===== config.mk =====
export PLATFORM = sky130hd
export DESIGN_NAME = round_fault_monitor
export DESIGN_NICKNAME = d
export VERILOG_FILES = /design/src/rtl/ftm_pkg.sv /design/src/rtl/ftm_round_tracker.sv /design/src/rtl/ftm_and_tree.sv /design/src/rtl/ftm_xor_payload.sv /design/src/rtl/round_fault_monitor.sv
export SDC_FILE = /design/constraint.sdc
export NUM_CORES = 1
export LEC_CHECK = 0
export BUFFER_PORTS_ARGS = -buffer_cell sky130_fd_sc_hd__buf_2
export CORE_AREA = 8 8 96 98
export DETAILED_ROUTE_END_ITERATION = 8
export DIE_AREA = 0 0 104 106
export PLACE_DENSITY_LB_ADDON = 0.15
export RECOVER_POWER = 25
export SYNTH_ARGS = -nofsm -noshare
export SYNTH_HDL_FRONTEND = slang
export SYNTH_SLANG_ARGS = --single-unit

===== constraint.sdc =====
create_clock -name clk_i -period 2.6 [get_ports clk_i]
set_input_delay 0.39 -clock clk_i [delete_from_list [all_inputs] [get_ports clk_i]]
set_output_delay 0.39 -clock clk_i [all_outputs]
set_load 0.02 [all_outputs]

===== src/rtl/ftm_pkg.sv =====
package ftm_pkg;
  localparam int unsigned STATE_W     = 128;
  localparam int unsigned LAST_ROUND  = 10;
  localparam int unsigned FAULT_ROUND = 8;
  localparam int unsigned RND_W       = $clog2(LAST_ROUND + 1);
  typedef logic [RND_W-1:0] rnd_t;
endpackage


===== src/rtl/ftm_round_tracker.sv =====
module ftm_round_tracker
  import ftm_pkg::*;
#(
  parameter int unsigned LAST = LAST_ROUND
) (
  input  logic clk_i,
  input  logic rst_ni,
  input  logic start_i,
  output rnd_t round_o
);
  rnd_t cnt_q, cur, nxt;

  always_comb begin
    cur = start_i ? '0 : cnt_q;
    nxt = (cur < rnd_t'(LAST)) ? cur + rnd_t'(1) : rnd_t'(LAST);
  end

  always_ff @(posedge clk_i or negedge rst_ni) begin
    if (!rst_ni) cnt_q <= rnd_t'(LAST);
    else         cnt_q <= nxt;
  end

  assign round_o = cur;

  assert_round_bound_R2: assert property (@(posedge clk_i) disable iff (!rst_ni)
    cnt_q <= rnd_t'(LAST));
  assert_restart_R7: assert property (@(posedge clk_i) disable iff (!rst_ni)
    start_i |=> (cnt_q == rnd_t'(1)));
  assert_hold_R2: assert property (@(posedge clk_i) disable iff (!rst_ni)
    (!start_i && cnt_q == rnd_t'(LAST)) |=> (cnt_q == rnd_t'(LAST)));
endmodule


===== src/rtl/ftm_and_tree.sv =====
module ftm_and_tree #(
  parameter int unsigned WIDTH  = 32,
  parameter int unsigned LEAF_W = 8
) (
  input  logic [WIDTH-1:0] bits_i,
  output logic             hit_o
);
  localparam int unsigned NUM_LEAF = (WIDTH + LEAF_W - 1) / LEAF_W;
  localparam int unsigned PAD_W    = NUM_LEAF * LEAF_W;

  logic [PAD_W-1:0]    padded;
  logic [NUM_LEAF-1:0] leaf;

  always_comb begin
    padded = '1;
    padded[WIDTH-1:0] = bits_i;
  end

  for (genvar g = 0; g < NUM_LEAF; g++) begin : g_leaf
    assign leaf[g] = &padded[g*LEAF_W +: LEAF_W];
  end

  assign hit_o = &leaf;
endmodule


===== src/rtl/ftm_xor_payload.sv =====
module ftm_xor_payload #(
  parameter int unsigned WIDTH = 128,
  parameter int unsigned BIT   = 127
) (
  input  logic [WIDTH-1:0] state_i,
  input  logic             fire_i,
  output logic [WIDTH-1:0] state_o
);
  for (genvar b = 0; b < WIDTH; b++) begin : g_bit
    if (b == BIT) begin : g_flip
      assign state_o[b] = state_i[b] ^ fire_i;
    end else begin : g_pass
      assign state_o[b] = state_i[b];
    end
  end
endmodule


===== src/rtl/round_fault_monitor.sv =====
module round_fault_monitor
  import ftm_pkg::*;
#(
  parameter int unsigned TRIG_W    = 32,
  parameter int unsigned LEAF_W    = 8,
  parameter int unsigned FAULT_RND = FAULT_ROUND,
  parameter int unsigned FAULT_BIT = STATE_W - 1
) (
  input  logic               clk_i,
  input  logic               rst_ni,
  input  logic               start_i,
  input  logic [STATE_W-1:0] ark_state_i,
  output logic [STATE_W-1:0] state_o,
  output logic               active_o
);
  rnd_t round;
  logic trig_hit, round_hit, fire, active_q;

  ftm_round_tracker #(.LAST(LAST_ROUND)) u_track (
    .clk_i, .rst_ni, .start_i, .round_o(round)
  );

  ftm_and_tree #(.WIDTH(TRIG_W), .LEAF_W(LEAF_W)) u_trig (
    .bits_i(ark_state_i[TRIG_W-1:0]), .hit_o(trig_hit)
  );

  assign round_hit = (round == rnd_t'(FAULT_RND));
  assign fire      = rst_ni & round_hit & trig_hit;

  ftm_xor_payload #(.WIDTH(STATE_W), .BIT(FAULT_BIT)) u_pay (
    .state_i(ark_state_i), .fire_i(fire), .state_o(state_o)
  );

  always_ff @(posedge clk_i or negedge rst_ni) begin
    if (!rst_ni) active_q <= 1'b0;
    else         active_q <= fire;
  end
  assign active_o = active_q;

  assert_flip_flags_R6: assert property (@(posedge clk_i) disable iff (!rst_ni)
    (state_o[FAULT_BIT] != ark_state_i[FAULT_BIT]) |=> active_o);
  assert_single_pulse_R6: assert property (@(posedge clk_i) disable iff (!rst_ni)
    active_o |=> !active_o);
  assert_idle_no_fault_R1: assert property (@(posedge clk_i) disable iff (!rst_ni)
    (round == rnd_t'(LAST_ROUND)) |-> (state_o == ark_state_i));
  assert_reset_pass_R8: assert property (@(posedge clk_i)
    !rst_ni |-> (state_o == ark_state_i && !active_o));
  assert_trigger_needed_R3: assert property (@(posedge clk_i) disable iff (!rst_ni)
    !trig_hit |-> (state_o == ark_state_i));
endmodule


# After elaboration in Yosys (flattened, before gate mapping)
# Cells that the tools add are included.
dict set report classes {
  magnitude_cmp 1
  reduce_logical 1
  bitwise 3
  add_sub_neg 1
  muxes 2
  n_eq_ne 1
}
# operator count
set op_table {}
lappend op_table {{$reduce_and A32 Y1} 1}
lappend op_table {{$mux W4} 2}
lappend op_table {{$add A4 B1 Y4 const B} 1}
lappend op_table {{$eq A4 B4 Y1 const B} 1}
lappend op_table {{$lt A4 B4 Y1 const B} 1}
lappend op_table {{$and A1 B1 Y1} 2}
lappend op_table {{$xor A1 B1 Y1} 1}
dict set report totals {
  output_inout_bits 129
  wordCells 11
  register_bits 5
}

# Logic depth before layout (Yosys ltp)
dict set report depth {
  word_depth 5
  mapped_depth 6
  depth_no_buf 6
}

# Hierarchy
# A second synthesis with hierarchy kept.
dict set report hier_totals {
  cells_unflattened 160
  hier_area_um2 1271.2
}
# mod instances area_per_inst_um2 seq_area_each_um2 cells_per_inst
set by_module_without_submodules {}
lappend by_module_without_submodules {ftm_xor_payload 1 962.2 0.0 128}
lappend by_module_without_submodules {ftm_round_tracker 1 200.2 102.6 18}
lappend by_module_without_submodules {ftm_and_tree 1 68.8 0.0 11}
lappend by_module_without_submodules {round_fault_monitor 1 40.0 25.0 3}

# Worst setup path after synthesis
# Ideal clock, no wire load.
dict set report synth_path {
  path_type {input to output}
  start {input start_i}
  end {output state_o[127]}
  arrival_ns 1.826
  cell_stages 6
  path_slack_ns 0.384
  required_time_ns 2.210
  cell_sequence {nand2b_1 ha_1 nand4_1 or4_1 nor4_4 xor2_1}
}
dict set report synth_via {
  elab_chain_len 5
}
# element line
set synth_rtl {}
lappend synth_rtl {{from (decl)} round_fault_monitor.sv:11} ;# input logic start_i,
lappend synth_rtl {{$mux W4} ftm_round_tracker.sv:14} ;# cur = start_i ? '0 : cnt_q;
lappend synth_rtl {{$eq A4 B4 Y1} round_fault_monitor.sv:27} ;# assign round_hit = (round == rnd_t'(FAULT_RND));
lappend synth_rtl {{$and A1 B1 Y1 (2 in series)} round_fault_monitor.sv:28} ;# assign fire = rst_ni & round_hit & trig_hit;
lappend synth_rtl {{named net fire} round_fault_monitor.sv:17} ;# logic trig_hit, round_hit, fire, active_q;
lappend synth_rtl {{$xor A1 B1 Y1} ftm_xor_payload.sv:11} ;# assign state_o[b] = state_i[b] ^ fire_i;
lappend synth_rtl {{to (decl)} round_fault_monitor.sv:13} ;# output logic [STATE_W-1:0] state_o,
# The timed path passes the listed nets, and every way through them passes these cells.

# Final worst setup path
dict set report layout_path {
  start {register u_track.cnt_q[0]}
  end {output state_o[127]}
}
dict set report layout_via {
  elab_chain_len 5
}
# element line
set layout_rtl {}
lappend layout_rtl {{from (decl)} ftm_round_tracker.sv:11} ;# rnd_t cnt_q, cur, nxt;
lappend layout_rtl {{from (signal assigned)} ftm_round_tracker.sv:19} ;# if (!rst_ni) cnt_q <= rnd_t'(LAST);
lappend layout_rtl {{from (signal assigned)} ftm_round_tracker.sv:20} ;# else cnt_q <= nxt;
lappend layout_rtl {{$mux W4} ftm_round_tracker.sv:14}
lappend layout_rtl {{$eq A4 B4 Y1} round_fault_monitor.sv:27}
lappend layout_rtl {{$and A1 B1 Y1 (2 in series)} round_fault_monitor.sv:28}
lappend layout_rtl {{named net fire} round_fault_monitor.sv:17}
lappend layout_rtl {{$xor A1 B1 Y1} ftm_xor_payload.sv:11}
# The timed path passes the listed nets, and every way through them passes these cells.

==> qor.txt <==
Result of the run - completed
Largest net degree at the start of global routing - 8
Count of endpoints failing setup in the final report - 0
Clock share of power - 38.4%
Cts hold-fix bufs - 0
Mapped Avg Cell Area - 8.025 um2
Sequential standard cell area - 127.6 um2
Number of clock sinks - 5
Number of design rule violations left after detail routing - 0
Worst Path Required - 2.21 ns
Vertical die dimension - 106 um
DRT iter0 DRCs - 16
Sort of element at the end of the critical path - output pin
Vias - 670
Maximum fanout along the worst path - 3
Die boundary width - 104 um
Filler-free cell count of the finished design - 214
Fillcell total - 921
Post-layout min period - 2.463 ns
Overflow after GRT - 0
Total design power - 0.3662 mW
Max_slew headroom - 79.96%
R2r setup slk - 0.97 ns
Maximum operating frequency - 406.0 MHz
Initial core utilization - 16.57%
Maximum number of buffers from clock root to sink - 2
Count of input and output buffers - 69
Syn nets - 295
Max H-tree Level - 1
Detailed placement HPWL - 2.554 mm
Number of search-and-repair iterations in the first detailed-routing pass - 2
Ordered cell list for the critical path - nand2b_1 > ha_1 > nand4_1 > or4_1 > nor4_4 > xor2_1 > buf_2
Detailed-route vias per instance - 3.131
IO Count - 260
Antenna violations before repair - 0
Floorplan row count - 33
Number of failing hold endpoints at the final stage - 0
Data arrival time of the critical path - 2.07 ns
Setup repair after global routing missed its margin - false
Reg2Reg Depth - 5
Number of instances in the synthesized netlist - 162
Clk root buf - clkbuf_8
Internal Pwr Total - 0.2475 mW
Total instance count after detailed placement - 210
Classification of the worst setup path - register to output pin
Sequential element share of the synthesized area - 9.817%
Number of gates resized after CTS - 0
Placeable core area - 0.007845 mm2
Final setup skew - 0.0005093 ns
Combinational power share - 34.3%
Kind of cell adding the most delay to the critical path - simple AND/OR/NAND/NOR gates
Vias in the first global route - 747
Distinct cell type count of the synthesized netlist - 20
Worst reg2reg path startpoint - u_track.cnt_q[0]
Register bit total from synthesis - 5
Synthesized area - 0.001300 mm2
CTS tree - done
Slowest stage cell on the critical path - or4_1
Number of buffer and inverter stages on the critical path - 1
Average wire per standard cell - 13.34 um
Class of the worst hold path - input pin to async pin
Count of synthesis-stage warnings from yosys - 0
Overall die area - 0.01102 mm2
Final Slew Violations - 0
Leakage component of the power - 0.4398 nW
Net count, final - 243
Max incr delay on CP - 0.58 ns
Post-CTS setup-driven buffer insertion count - 0
IR Drop Worst-Case VDD - 0.1216 mV
GP Congestion - 0.6270
Category of the worst setup path launch point - register
Register share of total power - 27.2%
Sw power - 0.1187 mW
End of the worst register-to-register path - active_o
Sum of negative setup slack - 0 ns
Final Routed Wirelength - 2.855 mm
Number of antenna-violating nets in the routed design - 0
Period Utilization, post-route - 94.72%
Pwr dens - 420.5 mW/mm2
Total CTS buffers - 3
Post-synthesis to final-layout area growth - -33.01%
Pin slew with the least headroom to its limit - 0.3006 ns
Inserted Diodes - 0
# Max-Cap Violations - 0
Footprint of the multi-input gates - 211.5 um2
Clock transition at the registers of the reported paths - 0.03 ns
Fraction of layout cells with a size suffix above 1 - 69.72%
Switching portion of total power - 32.42%
Overall routing resource usage - 4.810%
Skew-Pair Late Insertion Delay - 0.22 ns
Wire length of the first global-routing pass - 4.091 mm
## cell usage after synthesis, drive strengths merged
library cell	instances	area, um2
a31oi	1	6.260
buf	127	953.4
dfrtp	3	75.07
dfstp	2	52.55
ha	2	25.02
inv	2	7.510
mux2i	1	10.01
nand2b	2	12.51
nand3	1	5.000
nand4	7	43.79
nand4b	1	8.760
nor2	3	11.26
nor2b	1	6.260
nor4	1	21.27
o21ai	2	10.01
o21bai	2	15.01
or2b	1	8.760
or4	2	18.77
xor2	1	8.760
## worst max path at each step
stage	from	end	slack [ns]	cells past startpoint
2_1_floorplan	start_i	state_o[127]	0.38	6
3_3_place_gp	start_i	state_o[127]	0.19	8
3_5_place_dp	start_i	state_o[127]	0.13	8
4_1_cts	u_track.cnt_q[0]	state_o[127]	0.09	7
5_1_grt	u_track.cnt_q[0]	state_o[127]	0.03	7
6_report	u_track.cnt_q[0]	state_o[127]	0.14	7
## metrics by stage
stage | cell area, um2 | util (%) | setup WS [ns] | hold slack (ns)
4_1_cts | 875.8 | 11.16 | 0.08610 | 0.08755
5_1_grt | 870.8 | 11.10 | 0.02561 | 0.2360
2_1_floorplan | 1300 | - | 0.3836 | 0.09441
6_report | 870.8 | 11.10 | 0.1372 | 0.1721
3_3_place_gp | 830.8 | 10.59 | 0.1880 | 0.3259
3_5_place_dp | 830.8 | 10.59 | 0.1318 | 0.3214
## logic make-up after synthesis
logic type | synth area share [%]
simple gates | 10.49
buf+inv | 73.92
flops | 9.817
mux | 0.7700
compound gates | 2.406
xor+xnor | 0.6738
fa+ha+maj | 1.925
## worst reg2reg max path, delay by kind of cell, from the launching register on
family	cells	cell delay [ns]
DFF	1	0.38
and+or+nand+nor	4	0.99
adders and majority gates	1	0.15
## state kept, by name, indices dropped and copies added (netlist names)
name,flops
active_o,1
u_track.cnt_q,4
## power by group through the flow
stage               Sequential, mW  Combinational, mW  Clock [mW]
finish                      0.0998              0.126       0.141
detailed placement           0.101              0.130           0
CTS                          0.100              0.130       0.148
global placement             0.102              0.133           0
global route                 0.102              0.139       0.156
floorplan                   0.0978              0.312           0
## layer usage
metal / GRT usage [%] / vias to the layer above / part of all wire, %
met4: 5.584 / 0 / 9.5
met3: 4.900 / 36 / 21
met5: 0 / - / 0
met1: 2.738 / 265 / 22
met2: 7.562 / 86 / 47
li1: - / 283 / -
## cell usage in the layout (no fill, tap or decap), drive strengths merged
cell type  count
mux2i          1
nor2           3
inv            2
or4            2
o21bai         2
a31oi          1
or2b           1
dfrtp          3
nor2b          1
ha             2
buf           68
dfstp          2
clkbuf         6
o21ai          2
nand4          7
nand3          1
nor4           1
xor2           1
nand2b         2
nand4b         1
## area by class of cell
type	instances	share of cell area, %
clock buffer	4	5.172
inverter	2	0.8621
multi-input combinational	28	24.28
sequential	5	14.66
tap	105	15.09
timing repair buffer	70	39.94
Note: power is estimated with default switching activity, not from simulation.
